**src/rtl/psc_pkg.sv**
```systemverilog
`timescale 1ns/1ps
// psc_pkg: shared types and frame helpers for the port-mapped SPI engine.
// Assumes byte-wide registers and a transmit frame of at most five bytes.
package psc_pkg;

    localparam int BYTE_W      = 8;
    localparam int FRAME_BYTES = 5;
    localparam int FRAME_W     = FRAME_BYTES * BYTE_W;
    localparam int RX_MAX      = 3;
    localparam int WIN_OFF_W   = 3;

    typedef enum logic [1:0] {
        PH_IDLE,
        PH_LOW,
        PH_HIGH,
        PH_TAIL
    } phase_t;

    // Number of bytes sent for a transmit code
    function automatic logic [2:0] tx_byte_count(input logic [1:0] code);
        case (code)
            2'd0:    return 3'd1;
            2'd1:    return 3'd2;
            2'd2:    return 3'd4;
            default: return 3'd5;
        endcase
    endfunction

    // Left-aligned transmit frame; address goes out highest offset first
    function automatic logic [FRAME_W-1:0] build_frame(
        input logic [BYTE_W-1:0] op,
        input logic [BYTE_W-1:0] a2,
        input logic [BYTE_W-1:0] a3,
        input logic [BYTE_W-1:0] a4,
        input logic [BYTE_W-1:0] dat,
        input logic [1:0]        code);
        case (code)
            2'd0:    return {op, {4*BYTE_W{1'b0}}};
            2'd1:    return {op, dat, {3*BYTE_W{1'b0}}};
            2'd2:    return {op, a4, a3, a2, {BYTE_W{1'b0}}};
            default: return {op, a4, a3, a2, dat};
        endcase
    endfunction

endpackage

```
**src/rtl/psc_decode.sv**
```systemverilog
`timescale 1ns/1ps
// psc_decode: checks the configured base and maps a host address to a
// window offset. Assumes the window is 2**WIN_OFF_W bytes, aligned to its size.
module psc_decode
    import psc_pkg::*;
#(
    parameter int          ADDR_W     = 16,
    parameter logic [15:0] BASE_LIMIT = 16'h1000
) (
    input  logic [ADDR_W-1:0]    cfg_base,
    input  logic [ADDR_W-1:0]    io_addr,
    output logic                 sel_valid,
    output logic [WIN_OFF_W-1:0] sel_off
);

    logic base_ok;

    // Base must be nonzero, aligned and below the limit
    always_comb begin
        base_ok = (cfg_base != '0) &&
                  (cfg_base[WIN_OFF_W-1:0] == '0) &&
                  (cfg_base < ADDR_W'(BASE_LIMIT));
    end

    // Address hits when the upper bits match the base
    always_comb begin
        sel_valid = base_ok &&
                    (io_addr[ADDR_W-1:WIN_OFF_W] == cfg_base[ADDR_W-1:WIN_OFF_W]);
        sel_off   = io_addr[WIN_OFF_W-1:0];
    end

endmodule

```
**src/rtl/psc_regs.sv**
```systemverilog
`timescale 1ns/1ps
// psc_regs: register window. Holds the opcode, the address bytes, the data
// byte and the receive bytes, and produces the start request and frame.
// Assumes the shifter latches the frame in the cycle the start is accepted.
module psc_regs
    import psc_pkg::*;
#(
    parameter logic [3:0] RATE_FAST = 4'h5
) (
    input  logic                 clk,
    input  logic                 rst_n,
    input  logic                 sel_valid,
    input  logic [WIN_OFF_W-1:0] sel_off,
    input  logic                 io_wr,
    input  logic [BYTE_W-1:0]    io_wdata,
    input  logic                 busy,
    input  logic                 rx_we,
    input  logic [1:0]           rx_idx,
    input  logic [BYTE_W-1:0]    rx_byte,
    output logic [BYTE_W-1:0]    io_rdata,
    output logic                 start,
    output logic                 fast,
    output logic [FRAME_W-1:0]   frame,
    output logic [2:0]           tx_bytes,
    output logic [1:0]           rx_count
);

    logic [BYTE_W-1:0] op_q, a2_q, a3_q, a4_q, dat_q;
    logic [BYTE_W-1:0] rx_q [RX_MAX];
    logic              wr_hit;

    // Qualified write strobe
    always_comb wr_hit = sel_valid && io_wr;

    // Start request and transfer shape taken from the control write
    always_comb begin
        start    = wr_hit && (sel_off == '0) && (io_wdata[7:4] != 4'h0) && !busy;
        fast     = (io_wdata[7:4] == RATE_FAST);
        rx_count = io_wdata[3:2];
        tx_bytes = tx_byte_count(io_wdata[1:0]);
        frame    = build_frame(op_q, a2_q, a3_q, a4_q, dat_q, io_wdata[1:0]);
    end

    // Command register writes
    always_ff @(posedge clk) begin
        if (!rst_n) begin
            op_q  <= '0;
            a2_q  <= '0;
            a3_q  <= '0;
            a4_q  <= '0;
            dat_q <= '0;
        end else if (wr_hit) begin
            case (sel_off)
                3'd1:    op_q  <= io_wdata;
                3'd2:    a2_q  <= io_wdata;
                3'd3:    a3_q  <= io_wdata;
                3'd4:    a4_q  <= io_wdata;
                3'd7:    dat_q <= io_wdata;
                default: ;
            endcase
        end
    end

    // Receive registers, one per byte position
    for (genvar k = 0; k < RX_MAX; k++) begin : g_rx
        // Clear on start, load when the shifter finishes byte k
        always_ff @(posedge clk) begin
            if (!rst_n || start)
                rx_q[k] <= '0;
            else if (rx_we && (rx_idx == 2'(k)))
                rx_q[k] <= rx_byte;
        end
    end

    // Read mux
    always_comb begin
        io_rdata = '0;
        if (sel_valid) begin
            case (sel_off)
                3'd0:    io_rdata = {busy, 7'b0};
                3'd1:    io_rdata = op_q;
                3'd2:    io_rdata = a2_q;
                3'd3:    io_rdata = a3_q;
                3'd4:    io_rdata = a4_q;
                3'd5:    io_rdata = rx_q[0];
                3'd6:    io_rdata = rx_q[1];
                default: io_rdata = rx_q[2];
            endcase
        end
    end

endmodule

```
**src/rtl/psc_shifter.sv**
```systemverilog
`timescale 1ns/1ps
// psc_shifter: SPI mode 0 bit engine. Divides the system clock into
// half-periods, shifts the frame out MSB first and then samples the
// receive bits. Assumes start is only asserted while idle.
module psc_shifter
    import psc_pkg::*;
#(
    parameter int HALF_FAST = 3,
    parameter int HALF_SLOW = 6
) (
    input  logic               clk,
    input  logic               rst_n,
    input  logic               start,
    input  logic               fast,
    input  logic [FRAME_W-1:0] frame,
    input  logic [2:0]         tx_bytes,
    input  logic [1:0]         rx_count,
    input  logic               miso,
    output logic               cs_n,
    output logic               sclk,
    output logic               mosi,
    output logic               busy,
    output logic               rx_we,
    output logic [1:0]         rx_idx,
    output logic [BYTE_W-1:0]  rx_byte
);

    localparam int HALF_MAX = (HALF_FAST > HALF_SLOW) ? HALF_FAST : HALF_SLOW;
    localparam int DIV_W    = $clog2(HALF_MAX + 1);
    localparam int BIT_W    = $clog2(FRAME_W + RX_MAX * BYTE_W + 1);
    localparam int RXP_W    = $clog2(RX_MAX * BYTE_W);
    localparam logic [DIV_W-1:0] LAST_FAST = DIV_W'(HALF_FAST - 1);
    localparam logic [DIV_W-1:0] LAST_SLOW = DIV_W'(HALF_SLOW - 1);
    localparam logic [DIV_W-1:0] DIV_ONE   = DIV_W'(1);
    localparam logic [BIT_W-1:0] BIT_ONE   = BIT_W'(1);

    phase_t             phase;
    logic [DIV_W-1:0]   div_cnt, div_last;
    logic [BIT_W-1:0]   bit_cnt, bit_last, tx_bits_q;
    logic [BIT_W-1:0]   tx_bits_n, total_n;
    logic [FRAME_W-1:0] shreg;
    logic [BYTE_W-1:0]  rx_sh;
    logic [RXP_W-1:0]   rxpos;
    logic               half_done;

    // Bit counts for the requested transfer
    always_comb begin
        tx_bits_n = BIT_W'({tx_bytes, 3'b000});
        total_n   = tx_bits_n + BIT_W'({rx_count, 3'b000});
    end

    // Divider end and receive bit position
    always_comb begin
        half_done = (div_cnt == div_last);
        rxpos     = RXP_W'(bit_cnt - tx_bits_q);
    end

    // Serial data out is the frame MSB
    always_comb mosi = shreg[FRAME_W-1];
    always_comb busy = (phase != PH_IDLE);

    // Phase sequencer, divider and shift registers
    always_ff @(posedge clk) begin
        if (!rst_n) begin
            phase     <= PH_IDLE;
            cs_n      <= 1'b1;
            sclk      <= 1'b0;
            div_cnt   <= '0;
            div_last  <= '0;
            bit_cnt   <= '0;
            bit_last  <= '0;
            tx_bits_q <= '0;
            shreg     <= '0;
            rx_sh     <= '0;
            rx_we     <= 1'b0;
            rx_idx    <= '0;
            rx_byte   <= '0;
        end else begin
            rx_we <= 1'b0;
            case (phase)
                PH_IDLE: begin
                    if (start) begin
                        phase     <= PH_LOW;
                        cs_n      <= 1'b0;
                        sclk      <= 1'b0;
                        shreg     <= frame;
                        div_cnt   <= '0;
                        div_last  <= fast ? LAST_FAST : LAST_SLOW;
                        bit_cnt   <= '0;
                        bit_last  <= total_n - BIT_ONE;
                        tx_bits_q <= tx_bits_n;
                    end
                end
                PH_LOW: begin
                    if (half_done) begin
                        div_cnt <= '0;
                        sclk    <= 1'b1;
                        phase   <= PH_HIGH;
                        if (bit_cnt >= tx_bits_q) begin
                            rx_sh <= {rx_sh[BYTE_W-2:0], miso};
                            if (rxpos[2:0] == 3'b111) begin
                                rx_we   <= 1'b1;
                                rx_idx  <= rxpos[RXP_W-1:3];
                                rx_byte <= {rx_sh[BYTE_W-2:0], miso};
                            end
                        end
                    end else begin
                        div_cnt <= div_cnt + DIV_ONE;
                    end
                end
                PH_HIGH: begin
                    if (half_done) begin
                        div_cnt <= '0;
                        sclk    <= 1'b0;
                        if (bit_cnt == bit_last) begin
                            phase <= PH_TAIL;
                        end else begin
                            bit_cnt <= bit_cnt + BIT_ONE;
                            shreg   <= {shreg[FRAME_W-2:0], 1'b0};
                            phase   <= PH_LOW;
                        end
                    end else begin
                        div_cnt <= div_cnt + DIV_ONE;
                    end
                end
                default: begin
                    if (half_done) begin
                        cs_n  <= 1'b1;
                        shreg <= '0;
                        phase <= PH_IDLE;
                    end else begin
                        div_cnt <= div_cnt + DIV_ONE;
                    end
                end
            endcase
        end
    end

endmodule

```
**src/rtl/pio_spi_cmd.sv**
```systemverilog
`timescale 1ns/1ps
// pio_spi_cmd: port-mapped SPI command engine. Eight byte registers at a
// configurable base hold a command; a control write sends it and collects
// up to three response bytes. Assumes one-cycle host write strobes.
module pio_spi_cmd
    import psc_pkg::*;
#(
    parameter int          ADDR_W     = 16,
    parameter logic [15:0] BASE_LIMIT = 16'h1000,
    parameter logic [3:0]  RATE_FAST  = 4'h5,
    parameter int          HALF_FAST  = 3,
    parameter int          HALF_SLOW  = 6
) (
    input  logic              clk,
    input  logic              rst_n,
    input  logic [ADDR_W-1:0] cfg_base,
    input  logic [ADDR_W-1:0] io_addr,
    input  logic              io_wr,
    input  logic [7:0]        io_wdata,
    output logic [7:0]        io_rdata,
    output logic              spi_cs_n,
    output logic              spi_sclk,
    output logic              spi_mosi,
    input  logic              spi_miso
);

    logic                 sel_valid;
    logic [WIN_OFF_W-1:0] sel_off;
    logic                 busy, start, fast, rx_we;
    logic [FRAME_W-1:0]   frame;
    logic [2:0]           tx_bytes;
    logic [1:0]           rx_count, rx_idx;
    logic [BYTE_W-1:0]    rx_byte;

    psc_decode #(
        .ADDR_W     (ADDR_W),
        .BASE_LIMIT (BASE_LIMIT)
    ) u_decode (
        .cfg_base  (cfg_base),
        .io_addr   (io_addr),
        .sel_valid (sel_valid),
        .sel_off   (sel_off)
    );

    psc_regs #(
        .RATE_FAST (RATE_FAST)
    ) u_regs (
        .clk       (clk),
        .rst_n     (rst_n),
        .sel_valid (sel_valid),
        .sel_off   (sel_off),
        .io_wr     (io_wr),
        .io_wdata  (io_wdata),
        .busy      (busy),
        .rx_we     (rx_we),
        .rx_idx    (rx_idx),
        .rx_byte   (rx_byte),
        .io_rdata  (io_rdata),
        .start     (start),
        .fast      (fast),
        .frame     (frame),
        .tx_bytes  (tx_bytes),
        .rx_count  (rx_count)
    );

    psc_shifter #(
        .HALF_FAST (HALF_FAST),
        .HALF_SLOW (HALF_SLOW)
    ) u_shift (
        .clk      (clk),
        .rst_n    (rst_n),
        .start    (start),
        .fast     (fast),
        .frame    (frame),
        .tx_bytes (tx_bytes),
        .rx_count (rx_count),
        .miso     (spi_miso),
        .cs_n     (spi_cs_n),
        .sclk     (spi_sclk),
        .mosi     (spi_mosi),
        .busy     (busy),
        .rx_we    (rx_we),
        .rx_idx   (rx_idx),
        .rx_byte  (rx_byte)
    );

endmodule

```
**config.mk**
```make
export PLATFORM = sky130hd
export DESIGN_NAME = pio_spi_cmd
export DESIGN_NICKNAME = d
export VERILOG_FILES = /design/src/rtl/psc_pkg.sv /design/src/rtl/psc_decode.sv /design/src/rtl/psc_regs.sv /design/src/rtl/psc_shifter.sv /design/src/rtl/pio_spi_cmd.sv
export SDC_FILE = /design/constraint.sdc
export NUM_CORES = 1
export LEC_CHECK = 0
export BUFFER_PORTS_ARGS = -buffer_cell sky130_fd_sc_hd__buf_2
export CORE_ASPECT_RATIO = 1.5
export CORE_UTILIZATION = 52
export CTS_CLUSTER_SIZE = 10
export DETAILED_ROUTE_END_ITERATION = 6
export PLACE_DENSITY = 0.73
export SYNTH_ARGS = -nofsm -noshare
export SYNTH_HDL_FRONTEND = slang
export SYNTH_SLANG_ARGS = --single-unit
```
**constraint.sdc**
```tcl
create_clock -name clk -period 5.41 [get_ports clk]
set_clock_uncertainty 0.15 [all_clocks]
set_input_delay 0.8115 -clock clk [delete_from_list [all_inputs] [get_ports clk]]
set_output_delay 0.8115 -clock clk [all_outputs]
set_load 0.1 [all_outputs]
```
==> results.yml, run 1 <==
sta:
  max-slew-margin-rel_pct: 30.5
  fmax_mhz: 252
  holdWs_ns: 0.314
  setup_tns_ns: 0
  period_needed_ns: 3.96
  worstMarginPinSlew_ns: 1.04
  setup_violations: 0
  hold_violations: 0
  post-route-period-util_pct: 73.3
  rsz0062_at_grt: "no"
  slew_viol_final: 0
worst_setup_path:
  crit-reg2reg-capture: "u_shift.shreg[24]"
  start_kind: "input pin"
  path_max_fanout: 9
  reg2reg_from: "u_shift.phase[0]"
  worstRegToRegCells: 10
  rrSetupSlack_ns: 2.27
  cp.required_ns: 4.45
  worstPathArrival_ns: 3.00
  crit_path_end_kind: "output port"
  critPathKind: "input pin to output port"
yosys:
  syn-num-nets: 854
  synth-edff-count: 24
  synth_area_per_cell_um2: 9.15
  synth_compound_area_share_pct: 18.5
  synth_area_leader_cell: "dfxtp_1"
  synth_top_family_by_area: "compound AO/OA/AOI/OAI gates"
  synthMuxAreaShare_pct: 10.4
  synthTopCellsByArea: "dfxtp_1, edfxtp_1, mux2i_1, nor2_1, a21oi_1"
  synthCells: 790
  synth_ff_type: "dfxtp_1"
  synth_top_cell_area_share_pct: 33.8
  synthXorXnorAreaFrac_pct: 1.94
  synthSimpleGateAreaFrac_pct: 17.2
  async_flop_share_pct: 0
  yosys.area_share.adder_pct: 3.67
  ys.warnings.count: 0
  yosysUniqueCellTypes: 57
  synth_area_um2: 7230
  synth-seq-cells: 146
  yosysSeqAreaShare_pct: 43.8
final_layout:
  final_area_um2: 8110
  drive_above_1_share_pct: 12.7
  syn2layout_area_growth_pct: 12.2
  antenna_cells: 0
  stdcell_count: 990
  fillers: 1164
  fin_nets: 879
  final_core_util_pct: 59.9
  multi_input_area_um2: 3740
  regArea_um2: 3160
hold_path:
  min-delay-start: "u_shift.rx_byte[0]"
  min_to: "u_shift.rx_byte[0]"
  holdPathStages: 2
  worstHoldPathType: "register to register"
detailed_routing:
  routed_wl_um: 18900
  drtIter0Drc: 626
  vias_per_cell: 6.19
  drc: 4
  wire_per_inst_um: 19.1
  antenna_left: 0
  firstDrtPassIters: 7
  vias: 6124
run_status:
  violations: "design-rule violations"
  status: "complete, but fails checks"
clocking:
  htreeDepth: 4
  cts_sinks: 146
  clk_latency_ns: 0.42
  path_clk_slew_ns: 0.06
  cts_setup_buffers: 0
  cts.path.max_buffers: 2
  cts_root_buf: "clkbuf_16"
  numCtsBuffers: 17
  hold_buffers: 0
  ctsResizeCount: 0
  cts_tree: "done"
place:
  gp_congestion: 0.964
  place_area_um2: 7520
  post-dp-hpwl_um: 13000
  io_buffer_count: 54
  placedCellCount: 958
floorplanning:
  die_width_um: 98.3
  row_count: 52
  io_pins: 55
  core-area_um2: 13500
  die-area_um2: 14400
  start_util_pct: 53.4
  fp.dieH_um: 146
grt:
  grt_pass1_wl_um: 30400
  antenna_found_initial: 0
  grt_max_degree: 84
  overflow: 0
  track_usage_pct: 26.9
  first_global_vias: 5933
run:
  max_cap_viol_count: 0
power:
  power.density_nw_per_um2: 296
  leakage_nw: 3.23
  worst_ir_drop_vdd_mv: 0.180
-- synth_stat cells, drive strengths merged (2+ instances only) --
cell type and number:
o21ai 23, nor2 105, mux2i 67, and4b 2, edfxtp 24, nor4b 2, nand2b 15, dfxtp 122
ha 18, nand4 8, or4 4, a222oi 8, o22ai 7, nor3 9, a31oi 10, and4 4
o211a 3, nand2 59, a21oi 63, xor2 4, fa 2, and3 2, nor2b 4, nand3b 4
xnor2 12, nand3 17, nor3b 2, buf 17, clkbuf 38, a22oi 37, inv 23, a211oi 38
a221oi 2, nand4b 4, and2 10, nor4 5, mux4 3
-- critical path, stage by stage --
cell       delay (ns)
buf_2            0.11
xor2_1           0.18
a2111oi_4        0.34
and4_1           0.49
nand2_1          0.29
nor3_1           0.30
buf_2            0.47
-- state kept, by name, summed over array words and instances, names as in the netlist, 5 cells and up --
name	flops
u_regs.a2_q	8
u_shift.bit_cnt	7
u_regs.op_q	8
u_shift.bit_last	5
u_shift.rx_byte	8
u_regs.a3_q	8
u_shift.shreg	40
u_regs.dat_q	8
u_regs.a4_q	8
u_regs.rx_q	24
u_shift.rx_sh	7
-- final cells by class --
cell class	instances	area share (%)
Clock buffer	17	5.25
Clock inverter	15	2.05
Inverter	24	1.11
Multi-Input combinational cell	565	46.1
Sequential cell	146	39.0
Tap cell	162	2.50
Timing Repair Buffer	61	3.98
-- kinds of logic after synthesis --
| kind of cell | after synthesis |
|---|---|
| simple gates | 258 |
| buf+inv | 79 |
| flops | 146 |
| xor+xnor | 16 |
| compound gates | 200 |
| mux | 71 |
| fa+ha+maj | 20 |
-- power by group --
part	switching (mW)	internal (mW)	leakage, nW	total (mW)
logic	0.0730	0.0344	1.71	0.107
registers	0.00159	1.11	1.24	1.11
clock network	0.463	0.720	0.284	1.18
total	0.537	1.86	3.23	2.40
-- metal layers --
layer / vias up / global-route usage [%] / routed length [µm]
li1: 2928 / - / -
met1: 2903 / 30.3 / 7360
met2: 222 / 48.5 / 9840
met3: 71 / 3.73 / 775
met4: 0 / 14.9 / 887
met5: - / 0 / 0
-- how the worst max path moves through the flow --
| stage | from | to | slack [ns] | cells after the start |
|---|---|---|---|---|
| after CTS | cfg_base[9] | io_rdata[0] | 1.48 | 7 |
| after global routing | cfg_base[9] | io_rdata[0] | 1.28 | 7 |
| after floorplan | io_addr[0] | io_rdata[5] | 0.37 | 7 |
| after detailed placement | cfg_base[9] | io_rdata[0] | 1.49 | 7 |
| after global placement | cfg_base[9] | io_rdata[1] | 1.61 | 7 |
| final | cfg_base[9] | io_rdata[0] | 1.45 | 7 |
-- per-stage QoR --
stage | setup WS (ns) | total power [mW]
2_1_floorplan | 0.370 | 1.20
3_3_place_gp | 1.61 | 1.24
3_5_place_dp | 1.49 | 1.24
4_1_cts | 1.48 | 2.41
5_1_grt | 1.28 | 2.47
6_report | 1.45 | 2.40
-- cells in the final DEF (no fill, tap or decap), types with 4 or more instances in the layout --
| cell type | netlist | final |
|---|---|---|
| a211oi_1 | 38 | 38 |
| a21oi_1 | 63 | 63 |
| a222oi_1 | 8 | 8 |
| a22oi_1 | 37 | 37 |
| a31oi_1 | 9 | 9 |
| and2_1 | 10 | 10 |
| and4_1 | 4 | 4 |
| buf_2 | 9 | 54 |
| buf_4 | 6 | 7 |
| clkbuf_16 | 0 | 17 |
| clkinv_2 | 0 | 4 |
| dfxtp_1 | 122 | 122 |
| edfxtp_1 | 24 | 24 |
| ha_1 | 18 | 18 |
| inv_1 | 23 | 23 |
| mux2i_1 | 67 | 67 |
| nand2_1 | 59 | 59 |
| nand2b_1 | 15 | 15 |
| nand3_1 | 17 | 17 |
| nand3b_1 | 4 | 4 |
| nand4_1 | 6 | 6 |
| nand4b_1 | 4 | 4 |
| nor2_1 | 104 | 103 |
| nor2b_1 | 4 | 4 |
| nor3_1 | 9 | 9 |
| nor4_1 | 4 | 4 |
| o21ai_0 | 22 | 22 |
| o22ai_1 | 7 | 7 |
| or4_1 | 4 | 4 |
| xnor2_1 | 12 | 12 |
| xor2_1 | 4 | 4 |
(Power assumes the default switching activity.)
==> inputs of run 2 (changes only) <==
ABC_AREA = 1   (was default)
PLACE_DENSITY = 0.75   (was 0.73)
clock period = 3.3 ns   (was 5.41 ns; I/O delays follow)
==> run 2 against run 1 <==
Against the previous run: the flow now finishes without violations; sequential share of layout area about the same; power up 120%; sequential power up 91%; worst setup slack worse by 0.99 ns; via count up 6.3%; critical path depth down 1; cell count up 22%; count of clock-buffer cells in the layout up 2; core utilization up 1.8 points; critical path type is now register to output port; highest routed layer unchanged.
==> results.yml, run 2 <==
clocking:
  cts_tree: "done"
  ctsResizeCount: 0
  path_clk_slew_ns: 0.06
  cts.path.max_buffers: 2
  clk_latency_ns: 0.42
  numCtsBuffers: 17
  htreeDepth: 4
  hold_buffers: 0
  cts_setup_buffers: 0
  cts_root_buf: "clkbuf_16"
  cts_sinks: 146
final_layout:
  layout_common_cells: "nand2_1, nor2_1, dfxtp_1"
  antenna_cells: 0
  largest_reg_flops: 40
  final_core_util_pct: 61.7
  fillers: 1213
  stdcell_count: 1208
  largest_register: "u_shift.shreg"
  layout_commonest_cell: "nand2_1"
  final_area_um2: 8120
  drive_above_1_share_pct: 10.5
  fin_nets: 1100
  biggestRegsByFlops: "u_shift.shreg x40, u_regs.rx_q x24"
  syn2layout_area_growth_pct: 14.6
worst_setup_path:
  rrSetupSlack_ns: 0.66
  critPathTopFamily: "compound AO/OA/AOI/OAI gates"
  worst_path_largest_cell_delay_ns: 0.39
  start_kind: "register"
  crit_path_end_kind: "output port"
  worstPathArrival_ns: 2.19
  critPathKind: "register to output port"
  worst_path_max_delay_cell: "ha_1"
  cp.required_ns: 2.65
  path_max_fanout: 6
  crit_buf_inv: 2
  crit_chain: "inv_1 > ha_1 > o221ai_1 > a2111oi_0 > nor2_1 > buf_2"
detailed_routing:
  antenna_left: 0
  drc: 0
  vias: 6509
  wire_per_inst_um: 14.3
  firstDrtPassIters: 5
  vias_per_cell: 5.39
  routed_wl_um: 17300
  drtIter0Drc: 388
yosys:
  synth-edff-count: 24
  yosys-top-cells-count: "nand2_1, nor2_1, dfxtp_1"
  async_flop_share_pct: 0
  synth_ff_type: "dfxtp_1"
  synth_area_um2: 7080
  syn-num-nets: 1053
  yosysUniqueCellTypes: 35
  synth_area_leader_cell: "dfxtp_1"
  synthCells: 989
  synth_area_per_cell_um2: 7.16
  yosysMostFrequentCell: "nand2_1"
  synth_top_cell_area_share_pct: 34.5
  yosysSeqAreaShare_pct: 44.7
  ys.warnings.count: 0
  synth-seq-cells: 146
  synthTopCellsByArea: "dfxtp_1, nand2_1, edfxtp_1, nor2_1, o21ai_0"
place:
  place_area_um2: 7520
  pre_cts_ws_ns: 0.507
  gp_congestion: 0.926
  post-dp-hpwl_um: 12000
  io_buffer_count: 54
  placedCellCount: 1176
sta:
  setup_violations: 0
  post-route-period-util_pct: 86.0
  period_needed_ns: 2.84
  holdWs_ns: 0.182
  slew_viol_final: 0
  worstMarginPinSlew_ns: 0.810
  post-route-worst-setup-slack_ns: 0.461
  setup_tns_ns: 0
  fmax_mhz: 352
  max-slew-margin-rel_pct: 45.8
  rsz0062_at_grt: "no"
  hold_violations: 0
power:
  p_total_mw: 5.33
  leakage_nw: 3.43
  worst_ir_drop_vdd_mv: 0.407
  power.density_nw_per_um2: 657
run:
  max_cap_viol_count: 0
grt:
  first_global_vias: 6017
  grt_max_degree: 81
  overflow: 0
  track_usage_pct: 25.0
  grt_pass1_wl_um: 28300
  antenna_found_initial: 0
floorplanning:
  start_util_pct: 53.9
  die_width_um: 97.3
  io_pins: 55
  fp.dieH_um: 145
  core-area_um2: 13100
  die-area_um2: 14100
  row_count: 51
hold_path:
  worstHoldPathType: "input pin to register"
run_status:
  status: "finished, final reports clean"
-- run 2: worst paths after layout --
check / cells past startpoint / endpoint / start
max: 6 / io_rdata[7] / u_shift.phase[0]
min: 3 / u_shift.rx_sh[0] / spi_miso
max reg2reg: 12 / u_shift.shreg[7] / u_shift.phase[0]
min reg2reg: 2 / u_shift.cs_n / u_shift.cs_n
-- run 2: metal layers --
metal  track usage [%]  up-vias  part of all wire (%)
met3              6.07       48                   5.0
met4              13.0        0                   4.2
met5                 0        -                     0
li1                  -     3317                     -
met2              43.9      188                    51
met1              27.9     2956                    40
-- run 2: cell families after synthesis --
group,synth area share (%)
simple gates,24.0
compound gates,17.8
buf+inv,9.08
flops,44.7
fa+ha+maj,3.75
xor+xnor,0.742
-- run 2: cell type report --
class,instances,area [µm²],area share (%)
well taps,159,199,2.45
clock buffers,19,433,5.33
repair buffers,71,413,5.09
multi-input cells,677,3290,40.5
flip-flops and latches,146,3160,39.0
clock inverters,13,160,1.97
inverters,123,462,5.69
-- run 2: worst register-to-register path, stage by stage, from the launching register on --
cell and delay, ns:
dfxtp_1 0.34, inv_1 0.09, ha_1 0.39, inv_1 0.31, nand2_1 0.18, nand2_1 0.07, inv_2 0.06, nand3_1 0.14
a21oi_4 0.19, buf_12 0.32, nand2_1 0.14, nand2_1 0.10, nor2_1 0.05
-- run 2: power breakdown --
part           internal [mW]  switching [mW]
clock network           1.19           0.758
logic                  0.399           0.870
registers               2.01           0.109
total                   3.59            1.74
==> inputs of run 3 (changes only) <==
CORE_UTILIZATION = 30   (was 52)
PLACE_DENSITY = 0.49   (was 0.75)
==> run 3 against run 2 <==
Against the previous run: first-iteration DRC count down 37%; sequential share of layout area down 1.2 points; sequential power about the same; cell count up 13%; largest cell class unchanged; global-route usage down 7.9 points; worst setup slack worse by 0.33 ns; power up 2.1%; die area up 72%; critical path depth up 1; register-to-register slack worse by 0.04 ns.
==> results.yml, run 3 (synthesis results as in run 2) <==
detailed_routing:
  drc: 0
  vias_per_cell: 4.66
  firstDrtPassIters: 4
  drtIter0Drc: 245
  antenna_left: 0
  wire_per_inst_um: 14.5
  routed_wl_um: 19800
  vias: 6390
grt:
  grt_pass1_wl_um: 31900
  track_usage_pct: 17.2
  antenna_found_initial: 0
  first_global_vias: 6025
  grt_max_degree: 81
  overflow: 0
clocking:
  htreeDepth: 4
  numCtsBuffers: 17
  cts_sinks: 146
  hold_buffers: 0
  cts_setup_buffers: 0
  cts.path.max_buffers: 2
  clk_latency_ns: 0.43
  cts_root_buf: "clkbuf_16"
  path_clk_slew_ns: 0.06
  cts_tree: "done"
  ctsResizeCount: 0
sta:
  post-route-period-util_pct: 96.1
  hold_violations: 0
  max-slew-margin-rel_pct: 50.8
  slew_viol_final: 0
  holdWs_ns: 0.145
  worstMarginPinSlew_ns: 0.719
  setup_tns_ns: 0
  fmax_mhz: 315
  period_needed_ns: 3.17
  setup_violations: 0
  rsz0062_at_grt: "no"
run_status:
  status: "finished, final reports clean"
place:
  gp_congestion: 0.808
  post-dp-hpwl_um: 14300
  io_buffer_count: 54
power:
  worst_ir_drop_vdd_mv: 0.336
  p_sw_mw: 1.83
  power.density_nw_per_um2: 650
  p_seq_share_pct: 38.9
  p_clk_share_pct: 36.9
  combPwrFrac_pct: 24.2
  switching_share_pct: 33.7
  power.internal_mw: 3.61
  leakage_nw: 3.46
final_layout:
  drive_above_1_share_pct: 11.3
  syn2layout_area_growth_pct: 18.3
  fin_nets: 1107
  largest_register: "u_shift.shreg"
  antenna_cells: 0
  layout_common_cells: "nand2_1, nor2_1, dfxtp_1"
  biggestRegsByFlops: "u_shift.shreg x40, u_regs.rx_q x24"
  layout_commonest_cell: "nand2_1"
  largest_reg_flops: 40
hold_path:
  holdPathStages: 3
  min-delay-start: "spi_miso"
  worstHoldPathType: "input pin to register"
  min_to: "u_shift.rx_byte[0]"
floorplanning:
  die-area_um2: 24200
  core-area_um2: 23100
  start_util_pct: 30.7
  io_pins: 55
  fp.dieH_um: 190
  die_width_um: 127
  row_count: 68
worst_setup_path:
  reg2reg_from: "u_shift.phase[1]"
  worst_path_largest_cell_delay_ns: 0.59
  worstRegToRegCells: 12
  path_max_fanout: 4
  crit-reg2reg-capture: "u_shift.shreg[31]"
  crit_buf_inv: 3
  critPathKind: "register to output port"
  crit_chain: "inv_1 > ha_1 > o221ai_1 > a2111oi_0 > buf_4 > nor2_1 > buf_2"
  rrSetupSlack_ns: 0.62
  worstPathArrival_ns: 2.53
  cp.required_ns: 2.65
  crit_path_end_kind: "output port"
  worst_path_max_delay_cell: "a2111oi_0"
  start_kind: "register"
  critPathTopFamily: "compound AO/OA/AOI/OAI gates"
run:
  max_cap_viol_count: 0
-- run 3: cell count changes in the layout (fill, tap and decap cells not counted) --
cell,change
buf_4,+7
clkbuf_1,-1
clkinv_1,-1
clkinv_2,-2
clkinv_4,+3
clkinvlp_4,+1
-- run 3: stage by stage --
step / setup slack [ns] / util, % / instances / cell area [µm²] / total power, mW
finish: 0.127 / 36.3 / 1371 / 8380 / 5.45
global route: 0.0204 / 36.3 / 1371 / 8380 / 5.81
CTS: 0.0163 / 36.3 / 1371 / 8380 / 5.50
detailed placement: 0.178 / 33.7 / 1339 / 7770 / 3.49
global placement: 0.138 / 33.7 / 1339 / 7770 / 3.48
floorplan: 0.106 / - / 989 / 7080 / 3.11
-- run 3: final cells by class --
class | count | area (µm²)
fillers | 2483 | 14700
multi-input cells | 677 | 3290
repair buffers | 78 | 465
flip-flops and latches | 146 | 3160
clock buffers | 18 | 429
well taps | 315 | 394
inverters | 123 | 462
clock inverters | 14 | 180
-- run 3: how the worst max path moves through the flow --
stage	startpoint	cells after the start	slack (ns)	end
3_3_place_gp	io_addr[2]	10	0.14	io_rdata[7]
4_1_cts	u_shift.phase[1]	7	0.02	io_rdata[7]
3_5_place_dp	io_addr[2]	10	0.18	io_rdata[7]
5_1_grt	u_shift.phase[1]	7	0.02	io_rdata[7]
2_1_floorplan	u_shift.phase[0]	7	0.11	io_rdata[7]
6_report	u_shift.phase[1]	7	0.13	io_rdata[7]
-- run 3: worst reg2reg max path, delay by kind of cell, from the launching register on --
kind                       cells  cell delay (ns)
AOI/OAI and AO/OA              1             0.22
buffers and inverters          4             0.84
and+or+nand+nor                6             0.72
adders and majority gates      1             0.34
DFF                            1             0.34
-- run 3: metal layers --
layer	wire [µm]	vias to the layer above	track usage, %
li1	-	3339	-
met1	8340	2907	19.1
met2	10100	114	31.3
met3	656	30	3.07
met4	693	0	8.06
met5	0	-	0
-- run 3: power by group through the flow --
stage          clock, mW  combinational, mW  sequential [mW]
6_report            2.01               1.32             2.12
5_1_grt             2.14               1.52             2.14
4_1_cts             2.05               1.33             2.12
3_5_place_dp           0               1.33             2.16
3_3_place_gp           0               1.32             2.15
2_1_floorplan          0              0.919             2.19
